### config.mk
export PLATFORM = sky130hd
export DESIGN_NAME = pci_cfg_space
export DESIGN_NICKNAME = d
export VERILOG_FILES = /design/src/rtl/pci_cfg_pkg.sv /design/src/rtl/pci_cfg_decode.sv /design/src/rtl/pci_cfg_bar.sv /design/src/rtl/pci_cfg_rdmux.sv /design/src/rtl/pci_cfg_space.sv
export SDC_FILE = /design/constraint.sdc
export NUM_CORES = 1
export LEC_CHECK = 0
export ABC_AREA = 1
export BUFFER_PORTS_ARGS = -buffer_cell sky130_fd_sc_hd__buf_2
export CAP_MARGIN = 5
export CELL_PAD_IN_SITES_DETAIL_PLACEMENT = 0
export CELL_PAD_IN_SITES_GLOBAL_PLACEMENT = 1
export CORE_ASPECT_RATIO = 0.5
export CORE_MARGIN = 5
export CORE_UTILIZATION = 44
export DETAILED_ROUTE_END_ITERATION = 10
export PLACE_DENSITY_LB_ADDON = 0.1
export SYNTH_ARGS = -nofsm -noshare
export SYNTH_HDL_FRONTEND = slang
export SYNTH_SLANG_ARGS = --single-unit
### constraint.sdc
create_clock -name clk -period 6.5 [get_ports clk]
set_clock_uncertainty 0.2 [all_clocks]
set_input_delay 0.975 -clock clk [delete_from_list [all_inputs] [get_ports clk]]
set_output_delay 0.975 -clock clk [all_outputs]
set_load 0.03 [all_outputs]
### src/rtl/pci_cfg_pkg.sv
package pci_cfg_pkg;

    localparam int BAR_COUNT  = 6;
    localparam int HDR_BYTES  = 64;
    localparam int HDR_DWORDS = HDR_BYTES / 4;
    localparam int OFS_W      = 8;
    localparam int DATA_W     = 32;

    localparam logic [OFS_W-1:0] OFS_COMMAND    = 8'h04;
    localparam logic [OFS_W-1:0] OFS_STATUS     = 8'h06;
    localparam logic [OFS_W-1:0] OFS_REVISION   = 8'h08;
    localparam logic [OFS_W-1:0] OFS_CLASS      = 8'h0B;
    localparam logic [OFS_W-1:0] OFS_CACHE_LINE = 8'h0C;
    localparam logic [OFS_W-1:0] OFS_LAT_TIMER  = 8'h0D;
    localparam logic [OFS_W-1:0] OFS_BAR_FIRST  = 8'h10;
    localparam logic [OFS_W-1:0] OFS_ROM        = 8'h30;
    localparam logic [OFS_W-1:0] OFS_INT_LINE   = 8'h3C;
    localparam logic [OFS_W-1:0] OFS_INT_PIN    = 8'h3D;
    localparam logic [OFS_W-1:0] OFS_MIN_GNT    = 8'h3E;
    localparam logic [OFS_W-1:0] OFS_MAX_LAT    = 8'h3F;

    localparam logic [DATA_W-1:0] IO_TYPE_MASK  = 32'h0000_0003;
    localparam logic [DATA_W-1:0] MEM_TYPE_MASK = 32'h0000_000F;
    localparam logic [DATA_W-1:0] BAR_PROBE     = 32'hFFFF_FFFF;
    localparam logic [DATA_W-1:0] ROM_PROBE     = 32'hFFFF_FFFE;

    typedef enum logic [2:0] {
        ACC_BYTE = 3'd1,
        ACC_HALF = 3'd2,
        ACC_WORD = 3'd4
    } acc_size_e;

    typedef struct packed {
        logic              write;
        logic [OFS_W-1:0]  offset;
        logic [2:0]        size;
        logic [DATA_W-1:0] wdata;
    } cfg_req_t;

    typedef struct packed {
        logic                 err;
        logic                 rd;
        logic                 wr_command;
        logic                 wr_int_line;
        logic                 wr_cache_line;
        logic                 wr_lat_timer;
        logic                 wr_rom;
        logic [BAR_COUNT-1:0] wr_bar;
    } cfg_dec_t;

    function automatic logic [DATA_W-1:0] bar_type_mask(input logic is_io);
        return is_io ? IO_TYPE_MASK : MEM_TYPE_MASK;
    endfunction

    function automatic logic [DATA_W-1:0] rom_next(input logic [DATA_W-1:0] wdata);
        return (wdata == ROM_PROBE) ? BAR_PROBE : wdata;
    endfunction

endpackage

### src/rtl/pci_cfg_decode.sv
module pci_cfg_decode
    import pci_cfg_pkg::*;
(
    input  logic     req_valid,
    input  cfg_req_t req,
    output cfg_dec_t dec
);

    logic                 size_ok;
    logic                 in_hdr;
    logic [OFS_W:0]       end_ofs;
    logic [BAR_COUNT-1:0] bar_hit;

    always_comb begin
        size_ok = (req.size == ACC_BYTE) || (req.size == ACC_HALF) || (req.size == ACC_WORD);
        end_ofs = {1'b0, req.offset} + {{(OFS_W-2){1'b0}}, req.size};
        in_hdr  = end_ofs <= (OFS_W+1)'(HDR_BYTES);
        for (int i = 0; i < BAR_COUNT; i++) begin
            bar_hit[i] = (req.offset == OFS_BAR_FIRST + OFS_W'(4 * i));
        end
    end

    always_comb begin
        dec = '0;
        if (req_valid) begin
            if (!size_ok || !in_hdr) begin
                dec.err = 1'b1;
            end else if (!req.write) begin
                dec.rd = 1'b1;
            end else begin
                case (acc_size_e'(req.size))
                    ACC_BYTE: begin
                        case (req.offset)
                            OFS_INT_LINE:   dec.wr_int_line   = 1'b1;
                            OFS_CACHE_LINE: dec.wr_cache_line = 1'b1;
                            OFS_LAT_TIMER:  dec.wr_lat_timer  = 1'b1;
                            OFS_INT_PIN, OFS_MIN_GNT, OFS_MAX_LAT,
                            OFS_CLASS, OFS_REVISION: ;
                            default:        dec.err = 1'b1;
                        endcase
                    end
                    ACC_HALF: begin
                        case (req.offset)
                            OFS_COMMAND: dec.wr_command = 1'b1;
                            OFS_STATUS:  ;
                            default:     dec.err = 1'b1;
                        endcase
                    end
                    default: begin
                        if (req.offset == OFS_COMMAND) begin
                            dec.wr_command = 1'b1;
                        end else if (req.offset == OFS_ROM) begin
                            dec.wr_rom = 1'b1;
                        end else if (|bar_hit) begin
                            dec.wr_bar = bar_hit;
                        end else begin
                            dec.err = 1'b1;
                        end
                    end
                endcase
            end
        end
    end

endmodule

### src/rtl/pci_cfg_bar.sv
module pci_cfg_bar
    import pci_cfg_pkg::*;
#(
    parameter logic [31:0] SIZE     = 32'h0000_1000,
    parameter logic [31:0] INIT     = 32'h0000_0000,
    parameter logic [31:0] IO_BASE  = 32'h0100_0000,
    parameter logic [31:0] MEM_BASE = 32'h4000_0000
) (
    input  logic              clk,
    input  logic              rst,
    input  logic              wr_en,
    input  logic [DATA_W-1:0] wdata,
    output logic [DATA_W-1:0] bar_value,
    output logic [DATA_W-1:0] base,
    output logic              en,
    output logic              moved
);

    localparam bit          IMPLEMENTED = (SIZE != 32'd0);
    localparam logic [31:0] RESET_VALUE = IMPLEMENTED ? INIT : 32'd0;
    localparam logic [31:0] SIZE_MASK   = ~(SIZE - 32'd1);

    generate
        if ((SIZE & (SIZE - 32'd1)) != 32'd0) begin : g_bad_size
            $error("base address register size must be zero or a power of two");
        end
    endgenerate

    logic [DATA_W-1:0] bar_q;
    logic [DATA_W-1:0] base_q;
    logic              moved_q;
    logic              wr_eff;
    logic              old_io;
    logic              probe;
    logic [DATA_W-1:0] keep_mask;
    logic [DATA_W-1:0] addr_bits;
    logic              relocate;

    always_comb begin
        wr_eff    = wr_en && IMPLEMENTED;
        old_io    = bar_q[0];
        keep_mask = bar_type_mask(old_io);
        probe     = (wdata == BAR_PROBE);
        addr_bits = probe ? SIZE_MASK : (wdata & ~keep_mask);
        relocate  = wr_eff && !probe && (addr_bits != '0);
    end

    always_ff @(posedge clk) begin
        if (rst) begin
            bar_q   <= RESET_VALUE;
            base_q  <= '0;
            moved_q <= 1'b0;
        end else begin
            moved_q <= relocate;
            if (wr_eff) begin
                bar_q <= (addr_bits & ~keep_mask) | (bar_q & keep_mask);
            end
            if (relocate) begin
                base_q <= addr_bits + (old_io ? IO_BASE : MEM_BASE);
            end
        end
    end

    assign bar_value = bar_q;
    assign base      = base_q;
    assign en        = (base_q != '0);
    assign moved     = moved_q;

endmodule

### src/rtl/pci_cfg_rdmux.sv
module pci_cfg_rdmux
    import pci_cfg_pkg::*;
(
    input  logic [HDR_BYTES*8-1:0] image,
    input  logic [OFS_W-1:0]       offset,
    input  logic [2:0]             size,
    output logic [DATA_W-1:0]      data
);

    always_comb begin
        data = '0;
        for (int j = 0; j < 4; j++) begin
            if ((j < int'(size)) && (int'(offset) + j < HDR_BYTES)) begin
                data[8*j +: 8] = image[8*(int'(offset) + j) +: 8];
            end
        end
    end

endmodule

### src/rtl/pci_cfg_space.sv
module pci_cfg_space
    import pci_cfg_pkg::*;
#(
    parameter logic [15:0]            VENDOR_ID     = 16'hA5C3,
    parameter logic [15:0]            DEVICE_ID     = 16'h7E21,
    parameter logic [31:0]            CLASS_REV     = 32'h0200_0003,
    parameter logic [7:0]             HEADER_TYPE   = 8'h00,
    parameter logic [7:0]             BIST_INIT     = 8'h00,
    parameter logic [15:0]            COMMAND_INIT  = 16'h0000,
    parameter logic [15:0]            STATUS_VALUE  = 16'h0010,
    parameter logic [7:0]             CACHE_LINE    = 8'h00,
    parameter logic [7:0]             LAT_TIMER     = 8'h00,
    parameter logic [31:0]            CIS_POINTER   = 32'h0000_0000,
    parameter logic [15:0]            SUBSYS_VENDOR = 16'hA5C3,
    parameter logic [15:0]            SUBSYS_ID     = 16'h0011,
    parameter logic [31:0]            ROM_INIT      = 32'h0000_0000,
    parameter logic [7:0]             INT_LINE      = 8'h0B,
    parameter logic [7:0]             INT_PIN       = 8'h01,
    parameter logic [7:0]             MIN_GNT       = 8'h04,
    parameter logic [7:0]             MAX_LAT       = 8'h08,
    parameter logic [32*BAR_COUNT-1:0] BAR_SIZES    = {32'd0, 32'd0, 32'd0,
                                                       32'h0010_0000, 32'h0000_1000, 32'h0000_0100},
    parameter logic [32*BAR_COUNT-1:0] BAR_INITS    = {32'd0, 32'd0, 32'd0,
                                                       32'h0000_0008, 32'h0000_0000, 32'h0000_0001},
    parameter logic [31:0]            IO_SPACE_BASE  = 32'h0100_0000,
    parameter logic [31:0]            MEM_SPACE_BASE = 32'h4000_0000
) (
    input  logic                        clk,
    input  logic                        rst,
    input  logic                        req_valid,
    input  logic                        req_write,
    input  logic [OFS_W-1:0]            req_offset,
    input  logic [2:0]                  req_size,
    input  logic [DATA_W-1:0]           req_wdata,
    output logic                        rsp_valid,
    output logic                        rsp_err,
    output logic [DATA_W-1:0]           rsp_rdata,
    output logic [32*BAR_COUNT-1:0]     bar_base,
    output logic [BAR_COUNT-1:0]        bar_en,
    output logic                        range_changed
);

    cfg_req_t req;
    cfg_dec_t dec;

    assign req = '{write: req_write, offset: req_offset, size: req_size, wdata: req_wdata};

    pci_cfg_decode i_decode (
        .req_valid (req_valid),
        .req       (req),
        .dec       (dec)
    );

    logic [15:0]       command_q;
    logic [7:0]        int_line_q;
    logic [7:0]        cache_line_q;
    logic [7:0]        lat_timer_q;
    logic [DATA_W-1:0] rom_q;

    logic [DATA_W-1:0]      bar_value [BAR_COUNT];
    logic [BAR_COUNT-1:0]   bar_moved;

    genvar gi;
    generate
        for (gi = 0; gi < BAR_COUNT; gi++) begin : g_bar
            pci_cfg_bar #(
                .SIZE     (BAR_SIZES[32*gi +: 32]),
                .INIT     (BAR_INITS[32*gi +: 32]),
                .IO_BASE  (IO_SPACE_BASE),
                .MEM_BASE (MEM_SPACE_BASE)
            ) i_bar (
                .clk       (clk),
                .rst       (rst),
                .wr_en     (dec.wr_bar[gi]),
                .wdata     (req_wdata),
                .bar_value (bar_value[gi]),
                .base      (bar_base[32*gi +: 32]),
                .en        (bar_en[gi]),
                .moved     (bar_moved[gi])
            );
        end
    endgenerate

    logic [HDR_BYTES*8-1:0] image;

    always_comb begin
        image            = '0;
        image[0*32 +: 32] = {DEVICE_ID, VENDOR_ID};
        image[1*32 +: 32] = {STATUS_VALUE, command_q};
        image[2*32 +: 32] = CLASS_REV;
        image[3*32 +: 32] = {BIST_INIT, HEADER_TYPE, lat_timer_q, cache_line_q};
        for (int i = 0; i < BAR_COUNT; i++) begin
            image[(4 + i)*32 +: 32] = bar_value[i];
        end
        image[10*32 +: 32] = CIS_POINTER;
        image[11*32 +: 32] = {SUBSYS_ID, SUBSYS_VENDOR};
        image[12*32 +: 32] = rom_q;
        image[15*32 +: 32] = {MAX_LAT, MIN_GNT, INT_PIN, int_line_q};
    end

    logic [DATA_W-1:0] rd_word;

    pci_cfg_rdmux i_rdmux (
        .image  (image),
        .offset (req_offset),
        .size   (req_size),
        .data   (rd_word)
    );

    always_ff @(posedge clk) begin
        if (rst) begin
            command_q    <= COMMAND_INIT;
            int_line_q   <= INT_LINE;
            cache_line_q <= CACHE_LINE;
            lat_timer_q  <= LAT_TIMER;
            rom_q        <= ROM_INIT;
            rsp_valid    <= 1'b0;
            rsp_err      <= 1'b0;
            rsp_rdata    <= '0;
        end else begin
            rsp_valid <= req_valid;
            rsp_err   <= dec.err;
            rsp_rdata <= dec.rd ? rd_word : '0;
            if (dec.wr_command)    command_q    <= req_wdata[15:0];
            if (dec.wr_int_line)   int_line_q   <= req_wdata[7:0];
            if (dec.wr_cache_line) cache_line_q <= req_wdata[7:0];
            if (dec.wr_lat_timer)  lat_timer_q  <= req_wdata[7:0];
            if (dec.wr_rom)        rom_q        <= rom_next(req_wdata);
        end
    end

    assign range_changed = |bar_moved;

endmodule

; ---- Word-level counts from Yosys, hierarchy flattened
; Index checks and enable logic that the tools add are counted.
[op_classes]
n_mux = 33
reduce_logical = 32
add_sub_neg = 7
eq_ne = 22
n_lt_le_gt_ge = 9
n_bitwise = 21
shifts = 4
[op_table]
columns = op, n
row1 = $shiftx A512 B32 Y8, 3
row2 = $shiftx A512 B12 Y8, 1
row3 = $and A32 B32 Y32, 9
row4 = $reduce_bool A32 Y1, 6
row5 = $mux W32, 4
row6 = $add A32 B32 Y32, 3
row7 = $lt A32 B8 Y1 const B, 3
row8 = $not A32 Y32, 3
row9 = $or A32 B32 Y32, 3
row10 = $mux W31, 3
row11 = $eq A32 B32 Y1 const B, 2
row12 = $eq A8 B6 Y1 const B, 7
row13 = $eq A8 B4 Y1 const B, 4
row14 = $eq A8 B5 Y1 const B, 4
row15 = $mux W12, 2
row16 = $add A8 B2 Y9 const B, 2
row17 = $eq A8 B3 Y1 const B, 2
row18 = $reduce_or A3 Y1, 5
row19 = $mux W1, 14
row20 = $mux W7, 2
row21 = $mux W4, 3
row22 = $mux W6, 2
row23 = $mux W11, 1
row24 = $logic_and A1 B1 Y1, 10
row25 = other kinds (17), 30
[word_totals]
out_inout_bits = 233
wordCells = 148
register_bits = 301
in_bits = 47

; ---- Logic depth before layout (Yosys ltp)
; Gate-level depths: netlist of run 1.
[depth]
ltp_word = 11
ltp_mapped = 17
ltp_nobuf = 16

; ---- Hierarchy
; From an unflattened synthesis of run 1, not the netlist that was laid out.
[unflattened]
cells_unflattened = 5900
area_unflattened_um2 = 31599.1
[by_module_without_submodules]
columns = mod, area_each_um2, seq_area_each_um2, n_inst, cells_each
row1 = pci_cfg_rdmux, 18083.6, 0.0, 1, 4080
row2 = pci_cfg_space, 3540.9, 2122.0, 1, 413
row3 = pci_cfg_bar at g_bar[0].i_bar, 2735.1, 1221.2, 1, 379
row4 = pci_cfg_bar at g_bar[2].i_bar, 2541.2, 1141.1, 1, 346
row5 = pci_cfg_bar at g_bar[1].i_bar, 2538.7, 1141.1, 1, 346
row6 = pci_cfg_bar at g_bar[3].i_bar ..., 499.2, 0.0, 3, 67
row7 = pci_cfg_decode, 661.9, 0.0, 1, 135

; ---- Worst setup path before layout of run 1
; No wires, ideal clock.
[synth_timing]
path_kind = input -> register
from = input req_offset[0]
to = register g_bar[1].i_bar.base_q[10]
cell_stages = 14
n_path_buf = 1
setup_slack_ns = 3.154
setup_time_ns = 0.114
t_required_ns = 6.186
t_arrival_ns = 3.031
cell_sequence = ha_1 -> fa_1 -> or2_2 -> nor2_1 -> nand3_1 -> nor2_1 -> nand2_1 -> nand2_4 -> nand3_2 -> nor2_4 -> nand3_2 -> buf_2 -> nand3_1 -> nand2_1
[synth_via]
elab_chain_cells = 11
word_cells_on_any_way = 22
cone_classes = 1 x add/sub / 1 x order compare / 8 x eq/ne / 7 x mux / 5 x reduce/logical
[synth_rtl]
columns = item, line
row1 = "start, declared", pci_cfg_space.sv:32  ; input logic [OFS_W-1:0] req_offset,
row2 = "parallel branches: the longest is 7 deep, another holds $add A8 B3 Y9", --
row3 = $mux W12 (*), pci_cfg_decode.sv:26  ; if (!size_ok || !in_hdr) begin
row4 = $mux W12 (*), pci_cfg_decode.sv:25  ; if (req_valid) begin
row5 = $logic_and A1 B1 Y1 (*) (2 in series), pci_cfg_bar.sv:45  ; relocate = wr_eff && !probe && (addr_bits != '0);
row6 = "end signal, assigned", pci_cfg_bar.sv:59  ; base_q <= addr_bits + (old_io ? IO_BASE : MEM_BASE);
row7 = "end, declared", pci_cfg_bar.sv:30  ; logic [DATA_W-1:0] base_q;
; Mark *: on every way between the ends.
; A chain may end at the register's enable or synchronous reset.

; ---- Worst setup path in the final report of run 1
[layout_timing]
from = input req_offset[0]
to = register g_bar[1].i_bar.base_q[27]
; Same word-level chain as after synthesis.

==> parameters.txt, run 1 <==
Parameter                              Value

Die
  Num ports    280
  Initial core utilization    ~44%
  DIE AREA    about 43,000 sq um
  Number of rows created at floorplan    ~50
  Core ar.    38,700 sq um
  Die Height    150 um
  Die outline width    between 200 and 300 um

Power and ir drop
  P_int    0.00274 W
  PnR Total Power    between 0.004 and 0.005 W
  Combinational share of power    16.2%
  Net Sw Frac    between 30% and 40%
  Part of the total power dissipated in the clock network    about two fifths
  Portion of total power attributed to sequential cells    42.4%
  Lkg Pwr    a little under 8 nW
  Net switching power    between 0.001 and 0.0015 W
  Worst voltage drop across the vdd grid    between 0.15 and 0.2 mV
  Total power per unit cell area    about 210 nW/um^2

Setup path
  CP endpoint kind    flop
  Top fanout value on the critical path    17
  Cell seen most often among critical-path stages    sky130_fd_sc_hd__nand2_1
  Cells traversed along the worst timing path    buf_2, ha_1, fa_1, or2_2, nor2_1, nand3_1, nor2_1, nand2_1, nand2_4, nand3_2, nor2_2, nand2_1, nor2_1, nand2_1, nand2_1
  Kind of cell with the highest combined delay on the critical path    simple AND/OR/NAND/NOR gates
  Slowest cell on the critical path    sky130_fd_sc_hd__nor2_1
  Delay of the slowest critical-path stage    around 0.62 ns
  Startpoint kind of the worst setup timing path    primary input
  Kind of critical path    primary input to flop
  Worst endpoint required time    slightly below 7 ns
  Worst EP arrival    about 4.5 ns
  WP buf/inv    1
  Cell depth of the worst setup path    15
  Cell depth of the worst flop-to-flop path    6

Timing
  Final number of hold-violating endpoints    0
  Unrepaired setup endpoints after global routing    no
  Fin crit share    between 60% and 70%
  Number of slew-limit violations in the final report    0
  Final setup violation count    0
  Post-route setup TNS    0 ns
  Fmax    between 200 and 250 MHz
  Min Tclk post-route    4.16 ns
  Tightest slew margin relative to the limit    29.8%
  Actual slew at the worst max-slew pin    1.04 ns
  Worst hold slack after final layout    ~0.25 ns

Global routing
  Global-route wire length before repair    124,000 um
  Overall routing resource usage    about two fifths
  Maximum number of pins on one net before global-route repair    135
  Antenna violations before repair    4
  GRT Residual Overflow    0
  Via count of the first global-routing pass    17,800

Synthesis
  Average cell area after synthesis    between 6 and 7 sq um
  Share of Yosys cell area claimed by the top area cell type    between 30% and 40%
  Sequential area share after synthesis    32.7%
  Library cell with the largest summed area after synthesis    sky130_fd_sc_hd__dfxtp_1
  Synthesis-stage register bit count    around 280
  Synthesized instance count    2,632
  Proportion of synthesized flip-flops having asynchronous set or reset    0%
  Predominant post-synthesis flop cell    sky130_fd_sc_hd__dfxtp_1
  Number of enable flip-flop cells after synthesis    0
  Total standard cell area after synthesis    between 15,000 and 20,000 sq um
  Distinct cells, synth    67
  Count leader, synth    sky130_fd_sc_hd__nand2_1
  Count of synthesis-stage warnings from yosys    0
  Synth top area cells    sky130_fd_sc_hd__dfxtp_1 (33%), sky130_fd_sc_hd__nand2_1 (11%), sky130_fd_sc_hd__o21ai_0 (7.5%), sky130_fd_sc_hd__a21oi_1 (6.6%), sky130_fd_sc_hd__nor2_1 (6.6%)
  Cell types with the highest counts after synthesis    sky130_fd_sc_hd__nand2_1 (497), sky130_fd_sc_hd__nor2_1 (300), sky130_fd_sc_hd__dfxtp_1 (281)

Final layout
  Footprint of the multi-input gates    between 9000 and 10,000 sq um
  Proportion of layout cells with a drive suffix above 1    12.6%
  Seq. cell area    5630 sq um
  Final instance count without filler cells    around 3,300
  Number of fill cells in the layout    between 4,000 and 5,000
  Layout Nets    ~2,800
  Finished Cell Area    18,900 sq um
  Area Growth Syn to Fin    9.98%

Place
  HPWL after detailed placement    61,900 um
  Placed Cells    3,199
  Routability congestion estimate from global placement    1.08
  Port buffer count    170
  Placed Instance Area    18,000 sq um

Clocking
  CTS root buf    sky130_fd_sc_hd__clkbuf_16
  Gates resized, CTS repair    0
  Longest Clk Path Bufs    3
  CTS tree    yes
  Clock net sink count    281
  H-Tree Depth    1
  Hold buffers post-CTS    0
  Number of buffers created by CTS    28
  Post CTS Setup Buffer Count    0
  Clk pin slew, worst setup/hold paths    0.07 ns
  Latest clock arrival within the worst-skew pair    0.60 ns

Route
  Via count of the routed design    approximately 20,000
  Remaining antenna violation count    0
  First-iteration detailed-routing DRC count    roughly 2,800
  Residual DRC count    0
  Detailed Routing Iterations Pass 1    6
  Final Routed Wirelength    between 80,000 and 90,000 um
  Average wire per standard cell    roughly 27 um
  Vias per std cell    a little over 6

Worst hold path
  Worst hold stages    2
  HP Class    flop to flop

Run
  Max-capacitance violation count    0

Outcome
  Run status    complete, no violations
[cell type report]
type | instances | area share (%)
Timing Repair Buffer | 229 | 6.98
Clock buffer | 36 | 4.13
Antenna cell | 1 | 0.0132
Inverter | 214 | 4.30
Multi-Input combinational cell | 1945 | 50.5
Tap cell | 530 | 3.51
Sequential cell | 281 | 29.8
Clock inverter | 15 | 0.775
[power by group through the flow]
stage                     logic, W  clock network, W  registers (W)
after global placement    0.000627                 0        0.00176
after CTS                 0.000623           0.00169        0.00172
after global routing      0.000675           0.00176        0.00172
after detailed placement  0.000622                 0        0.00176
final                     0.000657           0.00168        0.00172
after floorplan           0.000424                 0        0.00176
[through the flow]
stage	setup WS [ns]	utilization (%)
floorplan	3.15	-
global placement	1.84	46.4
detailed placement	1.79	46.4
CTS	2.38	48.8
global route	2.09	48.8
finish	2.34	48.8
[layout by cell type, fill, tap and decap left out, drive strengths merged, types with 5 or more instances in the layout]
| cell type | count |
|---|---|
| a31oi | 11 |
| o22ai | 75 |
| o31ai | 9 |
| nand3b | 5 |
| nand4 | 40 |
| o2111ai | 13 |
| dfxtp | 281 |
| a21oi | 227 |
| o211ai | 30 |
| ha | 6 |
| or2 | 5 |
| xor2 | 5 |
| a211oi | 24 |
| nand2 | 505 |
| a221oi | 7 |
| nor4 | 26 |
| o21ai | 260 |
| nand3 | 166 |
| o221ai | 9 |
| nor2 | 317 |
| buf | 229 |
| nor3 | 29 |
| inv | 211 |
| clkbuf | 36 |
| a22oi | 42 |
| conb | 109 |
| clkinv | 13 |
[sequential cells by signal, summed over array words and instances (netlist names)]
register / flops
g_bar.i_bar.base: 86
command_q: 16
lat_timer_q: 8
g_bar.i_bar.bar_value: 86
rsp_rdata: 32
cache_line_q: 8
rom_q: 32
g_bar.i_bar.moved: 3
rsp_err: 1
rsp_valid: 1
int_line_q: 8
[worst register-to-register path, stage by stage (launching register included)]
cell and delay (ns):
sky130_fd_sc_hd__dfxtp_1 0.35, sky130_fd_sc_hd__inv_1 0.10, sky130_fd_sc_hd__o21ai_0 0.56, sky130_fd_sc_hd__o22ai_1 0.14, sky130_fd_sc_hd__o31ai_1 0.80, sky130_fd_sc_hd__nand3_1 0.26, sky130_fd_sc_hd__nor2_1 0.17
[logic make-up (layout without fill, tap and decap cells)]
| kind of cell | count (synthesis) | in the layout | synth area share, % |
|---|---|---|---|
| XOR/XNOR | 6 | 6 | 0.306 |
| adder cells (fa/ha/maj) | 7 | 7 | 0.553 |
| buffers and inverters | 514 | 494 | 14.3 |
| other | 1 | 110 | 0.0218 |
| flip-flops | 281 | 281 | 32.7 |
| AO/OA/AOI/OAI | 728 | 728 | 24.5 |
| AND/OR/NAND/NOR | 1095 | 1095 | 27.6 |
[final timing paths]
kind                               startpoint                           to  slack (ns)
setup / recovery                req_offset[0]      g_bar[1].i_bar.base[27]        2.34
hold / removal    g_bar[1].i_bar.bar_value[4]  g_bar[1].i_bar.bar_value[4]        0.25
setup reg to reg  g_bar[0].i_bar.bar_value[7]                 rsp_rdata[7]        3.85
hold reg to reg   g_bar[1].i_bar.bar_value[4]  g_bar[1].i_bar.bar_value[4]        0.25
[per-layer routing]
layer  track usage [%]  up-vias  share of wire, %
met1              54.6     9282                43
li1                  -     8854                 -
met3              13.1      230                14
met5                 0        -                 0
met4              14.5        0               4.4
met2              53.8     1340                39
No activity file was read; power rests on OpenSTA's default activity.
==> inputs of run 2 (changes only) <==
--- a/config.mk
+++ b/config.mk
@@ -12,7 +12,7 @@
 export CELL_PAD_IN_SITES_GLOBAL_PLACEMENT = 1
 export CORE_ASPECT_RATIO = 0.5
 export CORE_MARGIN = 5
-export CORE_UTILIZATION = 44
+export CORE_UTILIZATION = 36
 export DETAILED_ROUTE_END_ITERATION = 10
 export PLACE_DENSITY_LB_ADDON = 0.1
 export SYNTH_ARGS = -nofsm -noshare
==> constraint.sdc (replaced) <==
create_clock -name clk -period 3.6 [get_ports clk]
set_clock_uncertainty 0.2 [all_clocks]
set_input_delay 0.54 -clock clk [delete_from_list [all_inputs] [get_ports clk]]
set_output_delay 0.54 -clock clk [all_outputs]
set_load 0.03 [all_outputs]
==> run 2 against run 1 <==
  * Cell count is 8.1% higher
  * Count of clock-buffer cells in the layout is 3 lower
  * Die area is 21% higher
  * Flip-flop and latch count stayed put
  * Combinational power is 110% higher
  * Wire length is 11% higher
  * Power is 91% higher
  * Via count is 3.1% higher
  * Clock power is 95% higher
  * Global-route usage is 3.6 points lower
  * Design area is 8.0% higher
  * Critical path type unchanged
==> parameters.txt, run 2 (same netlist as run 1, synthesis figures left out) <==
Parameter                              Value

Final layout
  Number of antenna diodes    0 (was 1)
  Layout Nets    2,907 (was 2,753)
  Top library cells by usage in the layout, fill and taps aside    sky130_fd_sc_hd__nand2_1 (496), sky130_fd_sc_hd__nor2_1 (297), sky130_fd_sc_hd__dfxtp_1 (281) (was sky130_fd_sc_hd__nand2_1 (495), sky130_fd_sc_hd__nor2_1 (296), sky130_fd_sc_hd__dfxtp_1 (281))
  Seq. cell area    5630 sq um (unchanged)
  Footprint of the multi-input gates    9530 sq um (was 9550 sq um)
  Number of fill cells in the layout    5,126 (was 4,200)
  Proportion of layout cells with a drive suffix above 1    17.4% (was 12.6%)
  Area Growth Syn to Fin    18.8% (was 9.98%)
  Most frequent standard cell in the layout excluding fill and tap cells    sky130_fd_sc_hd__nand2_1 (unchanged)
  Layout Utilization    43.4% (was 48.8%)

Global routing
  Antenna violations before repair    4 (unchanged)
  GRT Residual Overflow    0 (unchanged)
  Via count of the first global-routing pass    18,300 (was 17,800)
  Global-route wire length before repair    135,000 um (was 124,000 um)
  Maximum number of pins on one net before global-route repair    78 (was 135)
  Overall routing resource usage    34.9% (was 38.5%)

Timing
  Worst hold slack after final layout    0.0292 ns (was 0.253 ns)
  Final number of hold-violating endpoints    0 (unchanged)
  Min Tclk post-route    roughly 3.0 ns
  Fmax    approximately 330 MHz
  Fin crit share    between 80% and 90%
  Tightest slew margin relative to the limit    36.4% (was 29.8%)
  Unrepaired setup endpoints after global routing    no (unchanged)
  Actual slew at the worst max-slew pin    0.929 ns (was 1.04 ns)
  Post-route setup TNS    0 ns (unchanged)
  Number of slew-limit violations in the final report    0 (unchanged)
  Final setup violation count    0 (unchanged)

Clocking
  Clk pin slew, worst setup/hold paths    0.07 ns (about the same)
  CTS tree    yes (unchanged)
  Gates resized, CTS repair    0 (unchanged)
  Longest Clk Path Bufs    3 (unchanged)
  Hold buffers post-CTS    0 (unchanged)
  Latest clock arrival within the worst-skew pair    0.63 ns (was 0.60 ns)
  CTS root buf    sky130_fd_sc_hd__clkbuf_16 (unchanged)
  Number of buffers created by CTS    28 (unchanged)
  H-Tree Depth    1 (unchanged)
  Post CTS Setup Buffer Count    0 (unchanged)
  Clock net sink count    281 (unchanged)

Setup path
  Startpoint kind of the worst setup timing path    primary input (unchanged)
  Top fanout value on the critical path    49 (was 17)
  Worst EP arrival    3.36 ns (was 4.51 ns)
  CP endpoint kind    flop (unchanged)
  Kind of critical path    primary input to flop (unchanged)
  Worst endpoint required time    3.92 ns (was 6.85 ns)

Outcome
  Run status    complete, no violations (unchanged)

Power and ir drop
  Total power per unit cell area    379 nW/um^2 (was 215 nW/um^2)
  Worst voltage drop across the vdd grid    0.332 mV (was 0.192 mV)
  Lkg Pwr    8.62 nW (was 7.78 nW)

Die
  Num ports    280 (unchanged)
  Core ar.    47,000 sq um (was 38,700 sq um)
  Die Height    164 um (was 150 um)
  Number of rows created at floorplan    56 (was 51)
  DIE AREA    52,500 sq um (was 43,300 sq um)
  Initial core utilization    36.5% (was 44.4%)
  Die outline width    319 um (was 289 um)

Route
  Via count of the routed design    20,300 (was 19,700)
  Detailed Routing Iterations Pass 1    6 (unchanged)
  Remaining antenna violation count    0 (unchanged)
  Final Routed Wirelength    96,000 um (was 86,800 um)
  Vias per std cell    5.78 (was 6.06)
  Average wire per standard cell    27.3 um (was 26.7 um)
  Residual DRC count    0 (unchanged)
  First-iteration detailed-routing DRC count    3,051 (was 2,766)

Place
  Port buffer count    170 (unchanged)
  Routability congestion estimate from global placement    1.02 (was 1.08)
  HPWL after detailed placement    72,400 um (was 61,900 um)

Worst hold path
  HP Class    primary input to flop (was flop to flop)

Run
  Max-capacitance violation count    0 (unchanged)
[run 2: per-layer routing]
| layer | vias up | GRT usage (%) | part of all wire, % |
|---|---|---|---|
| met5 | - | 0 | 0.032 |
| met4 | 4 | 9.48 | 3.2 |
| met3 | 172 | 8.19 | 12 |
| met2 | 1243 | 50.7 | 40 |
| met1 | 9735 | 51.8 | 45 |
| li1 | 9160 | - | - |
[run 2: path summary, 6_finish.rpt]
kind / from / endpoint / slack [ns] / cells past startpoint
worst min register to register: g_bar[1].i_bar.bar_value[6] / g_bar[1].i_bar.bar_value[6] / 0.25 / 2
worst max-delay path: req_offset[0] / rsp_rdata[7] / 0.57 / 11
worst min-delay path: req_wdata[15] / g_bar[0].i_bar.base[15] / 0.03 / 3
worst max register to register: g_bar[0].i_bar.bar_value[7] / rsp_rdata[7] / 1.18 / 7
[run 2: worst max-delay path, stage by stage]
cell and delay, ns:
sky130_fd_sc_hd__buf_2 0.09, sky130_fd_sc_hd__buf_4 0.36, sky130_fd_sc_hd__buf_4 0.39, sky130_fd_sc_hd__nand2_2 0.12, sky130_fd_sc_hd__buf_12 0.20, sky130_fd_sc_hd__o21ai_0 0.45
sky130_fd_sc_hd__o22ai_1 0.14, sky130_fd_sc_hd__o31ai_1 0.52, sky130_fd_sc_hd__buf_4 0.22, sky130_fd_sc_hd__nand3_1 0.10, sky130_fd_sc_hd__nor2_1 0.13
[run 2: area by class of cell]
cell class	count	area share, %
clock buffers	33	3.72
clock inverters	19	1.18
inverters	214	3.98
multi-input cells	1945	46.7
flip-flops and latches	281	27.6
well taps	638	3.91
repair buffers	383	12.9
[run 2: where the power goes]
part           switching (W)  internal (W)  leakage [nW]
logic                0.00102      0.000324          5.87
clock network        0.00147       0.00181         0.491
registers        0.000000527       0.00311          2.26
[run 2: stage by stage]
stage	cell area (sq um)	instances	setup slack [ns]	power (W)
floorplan	17600	2740	0.689	0.00395
global placement	19400	3461	0.111	0.00448
detailed placement	19400	3461	0.0416	0.00447
CTS	20400	3513	0.656	0.00772
global route	20400	3513	0.425	0.00795
finish	20400	3513	0.567	0.00774
